<file path="src/rtl/wab_pkg.sv">
`timescale 1ns/1ps
package wab_pkg;
  localparam int OCT_BITS = 8;
  typedef logic [2:0] slot_idx_t;
endpackage

</file>
<file path="src/rtl/wab_framer.sv">
`timescale 1ns/1ps
module wab_framer
  import wab_pkg::*;
#(
  parameter int FRAME_BITS = 32,
  parameter int SLOT_POS   = 24
) (
  input  logic      clk,
  input  logic      rst_n,
  input  logic      fsync,
  output logic      in_slot,
  output slot_idx_t k
);
  localparam int POS_W = $clog2(FRAME_BITS);

  logic [POS_W-1:0] cnt_q;
  logic [POS_W-1:0] pos;
  logic [POS_W-1:0] off;
  logic             synced_q;

  always_comb begin
    pos     = fsync ? '0 : cnt_q;
    off     = pos - POS_W'(SLOT_POS);
    in_slot = (fsync | synced_q) && (pos >= POS_W'(SLOT_POS)) && (off < POS_W'(OCT_BITS));
    k       = off[2:0];
  end

  always_ff @(posedge clk) begin
    if (!rst_n) begin
      cnt_q    <= '0;
      synced_q <= 1'b0;
    end else begin
      synced_q <= synced_q | fsync;
      cnt_q    <= (pos == POS_W'(FRAME_BITS - 1)) ? '0 : pos + 1'b1;
    end
  end
endmodule

</file>
<file path="src/rtl/wab_core.sv">
`timescale 1ns/1ps
module wab_core
  import wab_pkg::*;
#(
  parameter int ADDR_W  = 3,
  parameter int BAC_BIT = 5
) (
  input  logic              clk,
  input  logic              rst_n,
  input  logic              en,
  input  logic              req,
  input  logic              line_in,
  input  logic              in_slot,
  input  slot_idx_t         k,
  input  logic [ADDR_W-1:0] node_addr,
  output logic              drive_low,
  output logic              granted,
  output logic              lost
);
  localparam slot_idx_t BAC_K   = slot_idx_t'(OCT_BITS - 1 - BAC_BIT);
  localparam slot_idx_t ADDR_K0 = slot_idx_t'(OCT_BITS - ADDR_W);
  localparam slot_idx_t LAST_K  = slot_idx_t'(OCT_BITS - 1);

  logic                try_q, granted_q, lost_q;
  logic                bac_slot, addr_slot, last_slot;
  logic [OCT_BITS-1:0] addr_oct;
  logic                cur_bit, go, clash;

  always_comb begin
    go        = en & req;
    bac_slot  = in_slot && (k == BAC_K);
    addr_slot = in_slot && (k >= ADDR_K0);
    last_slot = in_slot && (k == LAST_K);
    addr_oct  = OCT_BITS'(node_addr);
    cur_bit   = addr_oct[LAST_K - k];
    drive_low = go & ((bac_slot & granted_q) | (addr_slot & try_q & ~cur_bit));
    clash     = try_q & addr_slot & cur_bit & ~line_in;
  end

  always_ff @(posedge clk) begin
    if (!rst_n || !go) begin
      try_q     <= 1'b0;
      granted_q <= 1'b0;
      lost_q    <= 1'b0;
    end else if (bac_slot && !granted_q && line_in) begin
      try_q  <= 1'b1;
      lost_q <= 1'b0;
    end else if (clash) begin
      try_q  <= 1'b0;
      lost_q <= 1'b1;
    end else if (last_slot && try_q) begin
      try_q     <= 1'b0;
      granted_q <= 1'b1;
    end
  end

  assign granted = granted_q;
  assign lost    = lost_q;

  a_r1_drive_in_slot: assert property (@(posedge clk) disable iff (!rst_n)
    drive_low |-> (bac_slot || addr_slot));
  a_r5_quiet_after_clash: assert property (@(posedge clk) disable iff (!rst_n)
    clash |=> !(drive_low && addr_slot));
  a_r5_not_both: assert property (@(posedge clk) disable iff (!rst_n)
    !(granted_q && lost_q));
  a_r6_grant_at_end: assert property (@(posedge clk) disable iff (!rst_n)
    $rose(granted_q) |-> $past(last_slot));
  a_r7_owner_no_addr: assert property (@(posedge clk) disable iff (!rst_n)
    (granted_q && addr_slot) |-> !drive_low);
  a_r8_drop_clears: assert property (@(posedge clk) disable iff (!rst_n)
    !req |=> (!granted_q && !lost_q));
  a_r10_off_quiet: assert property (@(posedge clk) disable iff (!rst_n)
    !en |-> !drive_low);
endmodule

</file>
<file path="src/rtl/wand_bus_arbiter.sv">
`timescale 1ns/1ps
module wand_bus_arbiter
  import wab_pkg::*;
#(
  parameter int FRAME_BITS = 32,
  parameter int SLOT_POS   = 24,
  parameter int ADDR_W     = 3,
  parameter int BAC_BIT    = 5
) (
  input  logic              clk,
  input  logic              rst_n,
  input  logic              fsync,
  input  logic              line_in,
  input  logic              sw_req,
  input  logic              tx_req,
  input  logic [ADDR_W-1:0] node_addr,
  input  logic              arb_en,
  output logic              drive_low,
  output logic              granted,
  output logic              lost
);
  logic      in_slot;
  slot_idx_t k;
  logic      req_any;

  assign req_any = sw_req | tx_req;

  wab_framer #(.FRAME_BITS(FRAME_BITS), .SLOT_POS(SLOT_POS)) u_framer (
    .clk(clk), .rst_n(rst_n), .fsync(fsync), .in_slot(in_slot), .k(k)
  );

  wab_core #(.ADDR_W(ADDR_W), .BAC_BIT(BAC_BIT)) u_core (
    .clk(clk), .rst_n(rst_n), .en(arb_en), .req(req_any), .line_in(line_in),
    .in_slot(in_slot), .k(k), .node_addr(node_addr),
    .drive_low(drive_low), .granted(granted), .lost(lost)
  );

  a_r2_grant_needs_req: assert property (@(posedge clk) disable iff (!rst_n)
    $rose(granted) |-> $past(req_any));
  a_r3_lost_only_from_slot: assert property (@(posedge clk) disable iff (!rst_n)
    $rose(lost) |-> $past(in_slot && (k >= 3'd5)));
endmodule

</file>
<file path="config.mk">
export PLATFORM = sky130hd
export DESIGN_NAME = wand_bus_arbiter
export DESIGN_NICKNAME = d
export VERILOG_FILES = /design/src/rtl/wab_pkg.sv /design/src/rtl/wab_framer.sv /design/src/rtl/wab_core.sv /design/src/rtl/wand_bus_arbiter.sv
export SDC_FILE = /design/constraint.sdc
export NUM_CORES = 1
export LEC_CHECK = 0
export ABC_AREA = 1
export BUFFER_PORTS_ARGS = -buffer_cell sky130_fd_sc_hd__buf_2
export CAP_MARGIN = 30
export CORE_AREA = 2 2 39 41
export DETAILED_ROUTE_END_ITERATION = 12
export DIE_AREA = 0 0 41 43
export HOLD_SLACK_MARGIN = 0.03
export PLACE_DENSITY = 0.63
export SETUP_SLACK_MARGIN = 0.5
export SLEW_MARGIN = 10
export SYNTH_ARGS = -nofsm -noshare
export SYNTH_HDL_FRONTEND = slang
export SYNTH_SLANG_ARGS = --single-unit
export TNS_END_PERCENT = 50
</file>
<file path="constraint.sdc">
create_clock -name clk -period 4.1 [get_ports clk]
set_clock_uncertainty 0.1 [all_clocks]
set_input_delay 0.205 -clock clk [delete_from_list [all_inputs] [get_ports clk]]
set_output_delay 0.205 -clock clk [all_outputs]
set_load 0.05 [all_outputs]
</file>
==> flow_summary.json <==
{
  "run_status": "completed",
  "setup_tns_ps": 0,
  "min_from": "rst_n",
  "yosys_register_bits": 9,
  "power_density_nw_per_um2": 266,
  "clock-sinks": 9,
  "hold_path.class": "in2reg",
  "layout_common_cells": "inv_1 (19), nor2_1 (17), nand2_1 (16)",
  "antenna_found_initial": 0,
  "clkTransAtPathRegs_ps": 60,
  "drt_iter0_markers": 4,
  "synth_area_um2": 546,
  "cp_max_fo": 6,
  "grt_pass1_wl_um": 1610,
  "vias_per_cell": 4.47,
  "place_hpwl_um": 861,
  "hold_viol_final": 0,
  "min_to": "u_framer.synced_q$_SDFF_PN0_",
  "critical_path_required_ps": 3800,
  "gp_congestion": 0.706,
  "fin_crit_sh": 0.504,
  "cts_tree": "yes",
  "final_common_cell": "inv_1",
  "numCtsBuffers": 3,
  "wl_met3_um": 41,
  "rsz0062_at_grt": "no",
  "drv_slew": 0,
  "gr-total-overflow": 0,
  "port_buffers": 12,
  "wl_per_cell_um": 8.40,
  "area_delta_synth_final_pct": 19.5,
  "ff2ff_setup_slack_ps": 2550,
  "cts_htree_levels": 1,
  "post-route-util": 0.471,
  "grt_usage": 0.138,
  "route.met2.wl_um": 458,
  "yosysTopAreaCell": "dfxtp_1",
  "die_h_um": 43,
  "grt_pass1_vias": 429,
  "worst_pin_slew_ps": 409,
  "start_util": 0.394,
  "grt_max_degree": 7,
  "synth_area_per_cell_um2": 6.42,
  "nets": 116,
  "synth_area_leaders": "dfxtp_1 (33%), inv_1 (13%), nor2_1 (12%)",
  "reg2regPathDepth": 5,
  "fmax_ghz": 0.484,
  "critPathKind": "reg2out",
  "timing.rr.start": "u_framer.cnt_q[0]$_SDFF_PP0_",
  "n_antenna_cell": 0,
  "cts_setup_buffers": 0,
  "ant_nets": 0,
  "root_buffer": "clkbuf_4",
  "critPathLaunchType": "flop",
  "syn-instance-count": 85,
  "rows": 14,
  "irDropWorstVdd_v": 0.000181,
  "rr_endpoint": "u_framer.cnt_q[3]$_SDFF_PP0_",
  "dieArea_um2": 1760,
  "drc_errors": 0,
  "fp.coreArea_um2": 1380,
  "highest_layer": "met4",
  "critPathArrivalTime_ps": 1760,
  "drive_gt1_frac": 0.218,
  "synth_nets": 99,
  "finalSetupViolCount": 0,
  "p_total_uw": 174,
  "holdPathStages": 3,
  "wl_met1_um": 474,
  "num_io_pins": 13,
  "clkLatencyLatePin_ps": 250,
  "vias": 523,
  "cts.path.max_buffers": 2,
  "ys_seq_area_frac": 0.330,
  "cellLeakagePower_nw": 0.325,
  "synth_top_area_frac": 0.330,
  "yosysWarnings": 0,
  "firstDrtPassIters": 3,
  "drv_cap": 0,
  "die_x_um": 41,
  "cp-end-kind": "output pin",
  "slew_headroom": 0.725,
  "min_period_ps": 2060,
  "hold_buffers": 0,
  "ctsResizeCount": 0,
  "synth_cell_types": 16,
  "wirelength_um": 983
}
-- how the worst max path moves through the flow --
stage                                       from         to  depth (start not counted)
global placement                           fsync  drive_low                         12
detailed placement                         fsync  drive_low                         12
CTS                 u_framer.cnt_q[0]$_SDFF_PP0_  drive_low                         10
finish              u_framer.cnt_q[0]$_SDFF_PP0_  drive_low                         10
global route        u_framer.cnt_q[0]$_SDFF_PP0_  drive_low                         10
floorplan           u_framer.cnt_q[0]$_SDFF_PP0_  drive_low                          9
-- cell families (layout without fill, tap and decap cells) --
group | count (synthesis) | in the layout | share of synthesized area
AOI/OAI and AO/OA | 5 | 5 | 0.0459
buffers and inverters | 20 | 36 | 0.138
adders and majority gates | 4 | 4 | 0.0917
and+or+nand+nor | 47 | 47 | 0.395
DFF | 9 | 9 | 0.330
-- synthesized netlist by cell type, drive strengths merged --
master   n
a21oi    4
dfxtp    9
ha       4
inv     20
nand2   19
nand3    6
nand4    1
nor2    18
nor3b    1
nor4     1
o21ai    1
or2      1
-- worst max-delay path, stage by stage (launching register included) --
cell and delay [ps]:
dfxtp_1 370, nand2_2 110, inv_1 100, ha_1 140
inv_1 30, nand2_1 50, nor2_1 40, nor2_1 160
nand3_1 90, a21oi_1 120, buf_2 270
-- layout make-up --
type | instances | area [µm²]
flip-flops and latches | 9 | 180
fillers | 155 | 732
inverters | 20 | 75.1
clock buffers | 4 | 26.3
multi-input cells | 56 | 290
well taps | 16 | 20.0
repair buffers | 12 | 60.1
-- through the flow --
| step | setup WS, ps | hold slack [ps] | std cells | instance area (µm²) |
|---|---|---|---|---|
| after floorplan | 2030 | 226 | 85 | 546 |
| after global placement | 2240 | 334 | 113 | 626 |
| after detailed placement | 2210 | 337 | 113 | 626 |
| after CTS | 2010 | 98.1 | 117 | 652 |
| after global routing | 1810 | 146 | 117 | 652 |
| final | 2040 | 102 | 117 | 652 |
-- power breakdown --
| group | internal, mW | switching [mW] | leakage [nW] | total [mW] |
|---|---|---|---|---|
| Clock | 0.0373 | 0.0284 | 0.0150 | 0.0658 |
| Sequential | 0.0896 | 0.00146 | 0.0733 | 0.0911 |
| Combinational | 0.00692 | 0.00978 | 0.237 | 0.0167 |
-- flip-flops by register name (all words and copies together), names as in the netlist --
signal             count
u_core.try_q           1
u_core.lost            1
u_framer.synced_q      1
u_core.granted         1
u_framer.cnt_q         5
-- routing by layer --
metal  global-route usage  vias to the layer above
met1                0.176                      224
met4                0.120                        0
met3               0.0157                        2
met2                0.194                        9
met5                    0                        -
li1                     -                      288
(Power assumes the default switching activity.)
